## src/rtl/nbs_pkg.sv

```systemverilog
// Shared types and frame constants for the bad-block scanner.
package nbs_pkg;

    typedef enum logic [1:0] {
        FK_LOAD  = 2'd0,
        FK_POLL  = 2'd1,
        FK_SPARE = 2'd2
    } frame_kind_t;

    localparam logic [7:0] OP_PAGE_LOAD  = 8'h13;
    localparam logic [7:0] OP_REG_READ   = 8'h0F;
    localparam logic [7:0] OP_CACHE_READ = 8'h03;
    localparam logic [7:0] REG_STATUS    = 8'hC0;
    localparam logic [7:0] SPARE_COL_HI  = 8'h08;
    localparam logic [7:0] FILL_BYTE     = 8'h00;
    localparam logic [7:0] BLANK_BYTE    = 8'hFF;

    localparam int          ROW_W       = 16;
    localparam int          IDX_W       = 5;
    localparam int          SPARE_BYTES = 16;
    localparam int          SIG_OFFSET  = 8;
    localparam logic [31:0] SIG_WORD    = 32'hDEADBEEF;

    // Bytes sent before the receive phase of a frame.
    function automatic logic [IDX_W-1:0] fk_tx_len(frame_kind_t k);
        case (k)
            FK_POLL: return 5'd2;
            default: return 5'd4;
        endcase
    endfunction

    // Bytes received after the send phase of a frame.
    function automatic logic [IDX_W-1:0] fk_rx_len(frame_kind_t k);
        case (k)
            FK_LOAD: return 5'd0;
            FK_POLL: return 5'd1;
            default: return IDX_W'(SPARE_BYTES);
        endcase
    endfunction

endpackage

```

## src/rtl/nbs_frame_engine.sv

```systemverilog
// Runs one frame on the byte-transaction port: raises the frame select,
// offers each byte until acknowledged, reports received bytes with their
// index inside the receive phase, then drops the select for one gap cycle
// and pulses f_done. Assumes row is held stable for the frame.
module nbs_frame_engine
    import nbs_pkg::*;
(
    input  logic                clk,
    input  logic                rst_n,
    input  logic                go,
    input  frame_kind_t         kind,
    input  logic [ROW_W-1:0]    row,
    output logic                f_done,
    output logic                rx_valid,
    output logic [IDX_W-1:0]    rx_idx,
    output logic [7:0]          rx_data,
    output logic                spi_cs,
    output logic                spi_req,
    output logic [7:0]          spi_tx,
    input  logic                spi_ack,
    input  logic [7:0]          spi_rx
);

    typedef enum logic [1:0] {E_IDLE, E_XFER, E_GAP} eng_state_t;

    eng_state_t       state;
    frame_kind_t      kind_q;
    logic [IDX_W-1:0] idx;
    logic [IDX_W-1:0] tx_n;
    logic [IDX_W-1:0] last_idx;

    assign tx_n     = fk_tx_len(kind_q);
    assign last_idx = tx_n + fk_rx_len(kind_q) - 5'd1;

    // Frame sequencing: accept go, step the byte index on each ack.
    always_ff @(posedge clk) begin
        if (!rst_n) begin
            state  <= E_IDLE;
            kind_q <= FK_LOAD;
            idx    <= '0;
        end else begin
            case (state)
                E_IDLE: if (go) begin
                    state  <= E_XFER;
                    kind_q <= kind;
                    idx    <= '0;
                end
                E_XFER: if (spi_ack) begin
                    if (idx == last_idx) state <= E_GAP;
                    else                 idx   <= idx + 5'd1;
                end
                default: state <= E_IDLE;
            endcase
        end
    end

    // Byte to send for the current kind and index.
    always_comb begin
        spi_tx = FILL_BYTE;
        case (kind_q)
            FK_LOAD: begin
                case (idx)
                    5'd0:    spi_tx = OP_PAGE_LOAD;
                    5'd2:    spi_tx = row[15:8];
                    5'd3:    spi_tx = row[7:0];
                    default: spi_tx = FILL_BYTE;
                endcase
            end
            FK_POLL: begin
                case (idx)
                    5'd0:    spi_tx = OP_REG_READ;
                    5'd1:    spi_tx = REG_STATUS;
                    default: spi_tx = FILL_BYTE;
                endcase
            end
            default: begin
                case (idx)
                    5'd0:    spi_tx = OP_CACHE_READ;
                    5'd1:    spi_tx = SPARE_COL_HI;
                    default: spi_tx = FILL_BYTE;
                endcase
            end
        endcase
    end

    assign spi_cs   = (state == E_XFER);
    assign spi_req  = (state == E_XFER);
    assign f_done   = (state == E_GAP);
    assign rx_valid = (state == E_XFER) && spi_ack && (idx >= tx_n);
    assign rx_idx   = idx - tx_n;
    assign rx_data  = spi_rx;

    p_tx_hold_r10: assert property (@(posedge clk) disable iff (!rst_n)
        (spi_req && !spi_ack) |=> (spi_req && $stable(spi_tx)));

    p_cs_gap_r10: assert property (@(posedge clk) disable iff (!rst_n)
        $fell(spi_cs) |=> !spi_cs);

endmodule

```

## src/rtl/nbs_marker_check.sv

```systemverilog
// Judges one spare-area read: flags a factory mark when byte 0 is not
// blank, and matches the four signature bytes in arrival order. Assumes
// clr is pulsed before each spare frame.
module nbs_marker_check
    import nbs_pkg::*;
(
    input  logic             clk,
    input  logic             rst_n,
    input  logic             clr,
    input  logic             rx_valid,
    input  logic [IDX_W-1:0] rx_idx,
    input  logic [7:0]       rx_data,
    output logic             blk_bad
);

    logic       factory_bad;
    logic [3:0] sig_hit;

    // Factory mark: first spare byte differs from the erased value.
    always_ff @(posedge clk) begin
        if (!rst_n || clr)
            factory_bad <= 1'b0;
        else if (rx_valid && rx_idx == '0 && rx_data != BLANK_BYTE)
            factory_bad <= 1'b1;
    end

    // One matcher per signature byte, each tied to its own offset.
    for (genvar g = 0; g < 4; g++) begin : g_sig
        localparam logic [IDX_W-1:0] POS = IDX_W'(SIG_OFFSET + g);
        localparam logic [7:0]       VAL = SIG_WORD[31-8*g -: 8];
        always_ff @(posedge clk) begin
            if (!rst_n || clr)
                sig_hit[g] <= 1'b0;
            else if (rx_valid && rx_idx == POS)
                sig_hit[g] <= (rx_data == VAL);
        end
    end

    assign blk_bad = factory_bad | (&sig_hit);

endmodule

```

## src/rtl/nbs_bad_map.sv

```systemverilog
// Holds the per-block verdict bits and the running bad-block count.
// Assumes each block is written at most once between clears.
module nbs_bad_map #(
    parameter int NUM_BLOCKS = 1024,
    parameter int BLK_W      = $clog2(NUM_BLOCKS),
    parameter int CNT_W      = $clog2(NUM_BLOCKS + 1)
) (
    input  logic                  clk,
    input  logic                  rst_n,
    input  logic                  clr,
    input  logic                  wr_en,
    input  logic [BLK_W-1:0]      wr_idx,
    input  logic                  wr_bad,
    output logic [NUM_BLOCKS-1:0] bad_map,
    output logic [CNT_W-1:0]      bad_count
);

    for (genvar g = 0; g < NUM_BLOCKS; g++) begin : g_bit
        // Store the verdict of block g when it is evaluated.
        always_ff @(posedge clk) begin
            if (!rst_n || clr)
                bad_map[g] <= 1'b0;
            else if (wr_en && wr_idx == BLK_W'(g))
                bad_map[g] <= wr_bad;
        end
    end

    // Count every bad verdict written.
    always_ff @(posedge clk) begin
        if (!rst_n || clr)
            bad_count <= '0;
        else if (wr_en && wr_bad)
            bad_count <= bad_count + 1'b1;
    end

endmodule

```

## src/rtl/nbs_bbt_scanner.sv

```systemverilog
// Top of the bad-block scanner: on start, visits every block in order with
// page load, status polling and spare read, and records the verdicts.
// Assumes the device answers each byte request with a one-cycle ack.
module nbs_bbt_scanner
    import nbs_pkg::*;
#(
    parameter int NUM_BLOCKS  = 1024,
    parameter int PAGES_SHIFT = 6,
    parameter int POLL_LIMIT  = 100
) (
    input  logic                            clk,
    input  logic                            rst_n,
    input  logic                            start,
    output logic                            spi_cs,
    output logic                            spi_req,
    output logic [7:0]                      spi_tx,
    input  logic                            spi_ack,
    input  logic [7:0]                      spi_rx,
    output logic [NUM_BLOCKS-1:0]           bad_map,
    output logic [$clog2(NUM_BLOCKS+1)-1:0] bad_count,
    output logic                            scan_busy,
    output logic                            scan_done,
    output logic                            scan_err
);

    localparam int BLK_W  = $clog2(NUM_BLOCKS);
    localparam int CNT_W  = $clog2(NUM_BLOCKS + 1);
    localparam int POLL_W = $clog2(POLL_LIMIT + 1);
    localparam logic [BLK_W-1:0] LAST_BLK = BLK_W'(NUM_BLOCKS - 1);

    typedef enum logic [2:0] {
        S_IDLE, S_LOAD, S_LOAD_W, S_POLL, S_POLL_W, S_SPARE, S_SPARE_W, S_EVAL
    } scan_state_t;

    scan_state_t       state;
    logic [BLK_W-1:0]  blk;
    logic [POLL_W-1:0] polls;
    logic [POLL_W-1:0] polls_n;
    logic              stat_busy;
    logic [ROW_W-1:0]  row_addr;
    frame_kind_t       kind;
    logic              go;
    logic              f_done;
    logic              rx_valid;
    logic [IDX_W-1:0]  rx_idx;
    logic [7:0]        rx_data;
    logic              blk_bad;
    logic              map_clr;

    assign row_addr  = ROW_W'(blk) << PAGES_SHIFT;
    assign polls_n   = polls + POLL_W'(1);
    assign go        = (state == S_LOAD) || (state == S_POLL) || (state == S_SPARE);
    assign map_clr   = (state == S_IDLE) && start;
    assign scan_busy = (state != S_IDLE);

    // Frame kind requested by the current step.
    always_comb begin
        case (state)
            S_POLL:  kind = FK_POLL;
            S_SPARE: kind = FK_SPARE;
            default: kind = FK_LOAD;
        endcase
    end

    // Scan control: per-block load, poll loop, spare read and verdict.
    always_ff @(posedge clk) begin
        if (!rst_n) begin
            state     <= S_IDLE;
            blk       <= '0;
            polls     <= '0;
            scan_done <= 1'b0;
            scan_err  <= 1'b0;
        end else begin
            case (state)
                S_IDLE: if (start) begin
                    blk       <= '0;
                    scan_done <= 1'b0;
                    scan_err  <= 1'b0;
                    state     <= S_LOAD;
                end
                S_LOAD:   state <= S_LOAD_W;
                S_LOAD_W: if (f_done) begin
                    polls <= '0;
                    state <= S_POLL;
                end
                S_POLL:   state <= S_POLL_W;
                S_POLL_W: if (f_done) begin
                    if (!stat_busy) begin
                        state <= S_SPARE;
                    end else if (polls_n == POLL_W'(POLL_LIMIT)) begin
                        scan_err <= 1'b1;
                        state    <= S_IDLE;
                    end else begin
                        polls <= polls_n;
                        state <= S_POLL;
                    end
                end
                S_SPARE:   state <= S_SPARE_W;
                S_SPARE_W: if (f_done) state <= S_EVAL;
                S_EVAL: begin
                    if (blk == LAST_BLK) begin
                        scan_done <= 1'b1;
                        state     <= S_IDLE;
                    end else begin
                        blk   <= blk + 1'b1;
                        state <= S_LOAD;
                    end
                end
                default: state <= S_IDLE;
            endcase
        end
    end

    // Capture the ready bit of each status answer.
    always_ff @(posedge clk) begin
        if (!rst_n)
            stat_busy <= 1'b0;
        else if (state == S_POLL_W && rx_valid)
            stat_busy <= rx_data[0];
    end

    nbs_frame_engine u_engine (
        .clk      (clk),
        .rst_n    (rst_n),
        .go       (go),
        .kind     (kind),
        .row      (row_addr),
        .f_done   (f_done),
        .rx_valid (rx_valid),
        .rx_idx   (rx_idx),
        .rx_data  (rx_data),
        .spi_cs   (spi_cs),
        .spi_req  (spi_req),
        .spi_tx   (spi_tx),
        .spi_ack  (spi_ack),
        .spi_rx   (spi_rx)
    );

    nbs_marker_check u_marker (
        .clk      (clk),
        .rst_n    (rst_n),
        .clr      (state == S_SPARE),
        .rx_valid (rx_valid && state == S_SPARE_W),
        .rx_idx   (rx_idx),
        .rx_data  (rx_data),
        .blk_bad  (blk_bad)
    );

    nbs_bad_map #(
        .NUM_BLOCKS (NUM_BLOCKS),
        .BLK_W      (BLK_W),
        .CNT_W      (CNT_W)
    ) u_map (
        .clk       (clk),
        .rst_n     (rst_n),
        .clr       (map_clr),
        .wr_en     (state == S_EVAL),
        .wr_idx    (blk),
        .wr_bad    (blk_bad),
        .bad_map   (bad_map),
        .bad_count (bad_count)
    );

    p_spare_ready_r3: assert property (@(posedge clk) disable iff (!rst_n)
        (state == S_SPARE) |-> !stat_busy);

    p_count_match_r7: assert property (@(posedge clk) disable iff (!rst_n)
        scan_done |-> (bad_count == CNT_W'($countones(bad_map))));

    p_flags_excl_r8: assert property (@(posedge clk) disable iff (!rst_n)
        !(scan_done && scan_err));

    p_idle_quiet_r8: assert property (@(posedge clk) disable iff (!rst_n)
        !scan_busy |-> !spi_cs);

    p_done_last_r9: assert property (@(posedge clk) disable iff (!rst_n)
        $rose(scan_done) |-> ($past(blk) == LAST_BLK && !scan_busy));

endmodule

```

## config.mk

```make
export PLATFORM = sky130hd
export DESIGN_NAME = nbs_bbt_scanner
export DESIGN_NICKNAME = d
export VERILOG_FILES = /design/src/rtl/nbs_pkg.sv /design/src/rtl/nbs_frame_engine.sv /design/src/rtl/nbs_marker_check.sv /design/src/rtl/nbs_bad_map.sv /design/src/rtl/nbs_bbt_scanner.sv
export SDC_FILE = /design/constraint.sdc
export NUM_CORES = 2
export LEC_CHECK = 0
export ABC_AREA = 1
export BUFFER_PORTS_ARGS = -buffer_cell sky130_fd_sc_hd__clkbuf_2
export CAP_MARGIN = 20
export CORE_AREA = 3 3 411 413
export DETAILED_ROUTE_END_ITERATION = 8
export DIE_AREA = 0 0 414 416
export SLEW_MARGIN = 5
export SYNTH_ARGS = -nofsm -noshare
export SYNTH_HDL_FRONTEND = slang
export SYNTH_SLANG_ARGS = --single-unit
```

## constraint.sdc

```tcl
create_clock -name clk -period 2.07 [get_ports clk]
set_clock_uncertainty 0.2 [all_clocks]
set_input_delay 0.207 -clock clk [delete_from_list [all_inputs] [get_ports clk]]
set_output_delay 0.207 -clock clk [all_outputs]
set_load 0.02 [all_outputs]
```

==> metrics.md <==
| Metric | Value |
|---|---|
| Worst r2r src | u_engine.kind_q[1] |
| Crit path cell chain | inv_4 -> nand2_4 -> nor2_4 -> buf_4 -> nand2_2 -> o22ai_2 -> nand2_2 -> nand2_2 -> buf_8 |
| Critical-path maximum fanout | 2 |
| R2R depth | 17 |
| CP endpoint | spi_tx[7] |
| Max Root-Sink Buffers | 3 |
| Post-synthesis sequential area ratio | 49.8% |
| Asr flop ratio synth | 0% |
| Relative slew slack | 38.1% |
| Clock buffer count from CTS | 118 |
| Unrepaired setup endpoints after global routing | yes |
| Pin count of the biggest net entering global routing | 152 |
| Max-cap violations | 0 |
| Fin area | 0.0691 mm² |
| Clock Sinks | 1,072 |
| Seq cells post-synth | 1,072 |
| Syn_area_per_cell | 7.65 µm² |
| Maximum VDD drop | 0.647 mV |
| Global route overflow | 0 |
| Outcome | finished with violations |
| Clock transition at path regs | 0.07 ns |
| Final slew viol count | 0 |
| Main flop type after synthesis | dfxtp_1 |
| Hold Crit Start | spi_rx[0] |
| Post-synth EDFFs | 0 |
| Final cell count without fillers | 9,472 |
| Slowest cell on crit path | dfxtp_4 |
| Fmax | 407 MHz |
| Slowest stage delay, CP | 0.35 ns |
| Lkg Pwr | 26.7 nW |
| Later-pin clock latency in the skew report | 0.77 ns |
| Period utilisation layout | 119% |
| Final HPWL DP | 168,000 µm |
| Fin Hold WS | 0.172 ns |
| Most frequent CP cell | nand2_2 |
| Total number of cells along the worst setup path | 9 |
| First-pass GRT wire length | 349,000 µm |
| WL per Instance | 28.7 µm |
| Initial antenna violation count | 8 |
| Critical path class | flip-flop to output pin |
| Fin. Hold Viols | 0 |
| Slew @ Worst Pin | 0.929 ns |
| Starting density of the core | 26.1% |
| H-tree levels | 3 |
| Crit. End Element | output pin |
| Placed cell areas | 0.0545 mm² |
| Failing checks | design-rule violations, negative setup slack |
| WP buf/inv | 3 |
| Worst Setup SP | u_engine.idx[2] |
| Routability congestion estimate | 0.938 |
| Synth Instances | 5,636 |
| Syn Nets | 5,661 |
| Detailed Routing Iterations Pass 1 | 8 |
| R2r endpoint | u_marker.sig_hit[2] |
| Nets | 7,202 |
| Most frequent cells in the layout | nor3_1, dfxtp_1, clkbuf_2 |
| Vias in the first global route | 46.5k |
| Layout cell share with drive strength beyond 1 | 39.9% |
| Worst EP required | 1.66 ns |
| Startpoint type of the worst setup path | flip-flop |
| Vias per inst | 5.53 |
| YS warnings | 0 |
| GRT Util Overall | 27.5% |
| Pwr dens | 703 mW/mm² |
| Area added between synthesis and finish | 60.3% |
| Die area | 0.172 mm² |
| Chip height | 416 µm |
| Root buffer cell | clkbuf_16 |
| Port Buffers | 1,059 |
| Hold crit path type | primary input to flip-flop |
| Netlist cell types | 32 |
| Die Wd | 414 µm |
| Core area | 0.165 mm² |
| R2R Setup Slk | -0.24 ns |
| Row count | 149 |
| Final WS setup | -0.385 ns |
| Boundary Pins | 1,060 |
| Fin util | 41.9% |
| Crit path DAT | 2.05 ns |
| Final total power | 48.6 mW |
| Final ANT Viol Nets | 0 |
| Commonest non-fill, non-tap cell in the layout | nor3_1 |
| Setup violators final | 367 |
| Detailed Route Iter0 Violations | 6,625 |
| Vias | 52.4k |
| # DRC | 3 |
| Cell Area, Synth | 0.0431 mm² |
| Drt total wl | 271,000 µm |
| Placed insts | 8,915 |
| Critical path's top delay family | simple AND/OR/NAND/NOR gates |
| Tmin final | 2.46 ns |
| CTS tree | yes |
## logic make-up after synthesis
family,share of synthesized area (%)
and+or+nand+nor,25.1
AOI/OAI and AO/OA,16.6
DFF,49.8
buffers and inverters,8.02
adders and majority gates,0.395
xor gates and xnor gates,0.122
## layout make-up
cell class	count	area [µm²]
repair inverters	10	195
well taps	2189	2740
fillers	16100	96000
flip-flops and latches	1072	21500
multi-input cells	3714	22400
clock buffers	165	3470
clock inverters	55	627
inverters	364	1560
repair buffers	1897	16600
diodes	6	15.0
## worst min-delay path by stage
stage / slack [ns] / to / depth (start not counted)
floorplan: 0.15 / stat_busy / 2
global route: 0.17 / stat_busy / 4
detailed placement: 0.24 / u_marker.sig_hit[3] / 2
CTS: 0.12 / stat_busy / 4
global placement: 0.24 / u_marker.sig_hit[3] / 2
finish: 0.17 / stat_busy / 4
## through the flow
| step | setup slack, ns | setup TNS, ns |
|---|---|---|
| final | -0.385 | -18.04 |
| after global routing | -0.498 | -70.79 |
| after CTS | -0.527 | -22.05 |
| after detailed placement | -0.363 | -98.71 |
| after global placement | -0.548 | -99.87 |
| after floorplan | 0.0228 | 0 |
## synthesized netlist by cell type (3+ instances only)
cell type,count,share of area (%)
a21oi_1,829,9.6
a31oi_1,229,3.3
buf_1,21,0.18
buf_2,180,2.1
buf_4,10,0.17
clkbuf_1,276,2.4
dfxtp_1,1072,50
ha_1,12,0.35
inv_1,355,3.1
inv_2,9,0.078
nand2_1,273,2.4
nand3_1,90,1.0
nand4_1,10,0.15
nor2_1,418,3.6
nor2_2,9,0.13
nor3_1,1513,18
o21ai_0,299,3.5
o21ai_1,3,0.035
o31ai_1,5,0.087
xor2_1,5,0.10
## per-layer routing
metal | part of all wire [%] | vias up | global-route usage [%] | wire length [µm]
met5 | 0.0033 | - | 0 | 9
met4 | 7.8 | 2 | 16.9 | 21300
met3 | 10 | 852 | 7.47 | 27300
met2 | 44 | 3413 | 43.5 | 121000
met1 | 38 | 25200 | 33.1 | 102000
li1 | - | 22900 | - | -
## state kept, by name, indices dropped and copies added (netlist names)
signal / cells
polls: 7
u_map.bad_map: 1024
u_engine.kind_q: 2
u_marker.sig_hit: 4
u_map.bad_count: 11
blk: 10
u_engine.idx: 5
state: 3
scan_done: 1
u_engine.state: 2
u_marker.factory_bad: 1
scan_err: 1
stat_busy: 1
## power breakdown
part	internal (mW)	switching, mW
logic	1.90	3.35
registers	20.7	0.0671
clock network	13.1	9.57
## worst reg2reg max path, cell delays in order (launching register included)
cell and delay [ns]:
dfxtp_2 0.33, buf_6 0.12, inv_4 0.04, nand2_2 0.05, inv_2 0.07, buf_6 0.10, ha_4 0.13, inv_2 0.03
fa_2 0.35, inv_2 0.08, nand2_4 0.07, nor2_4 0.10, o21ai_4 0.09, nand3_4 0.10, inv_4 0.05, nand4_1 0.11
nor2b_2 0.14, nor2_1 0.05
## repair_timing
action,CTS,global route
endpoints found under the hold margin,137,0
resized for setup,554,904
setup buffers,108,106
hold buffers,18,0
pin swaps,88,244
gates cloned,45,77
endpoints found under the setup margin,999,1064
No activity file was read; power rests on OpenSTA's default activity.
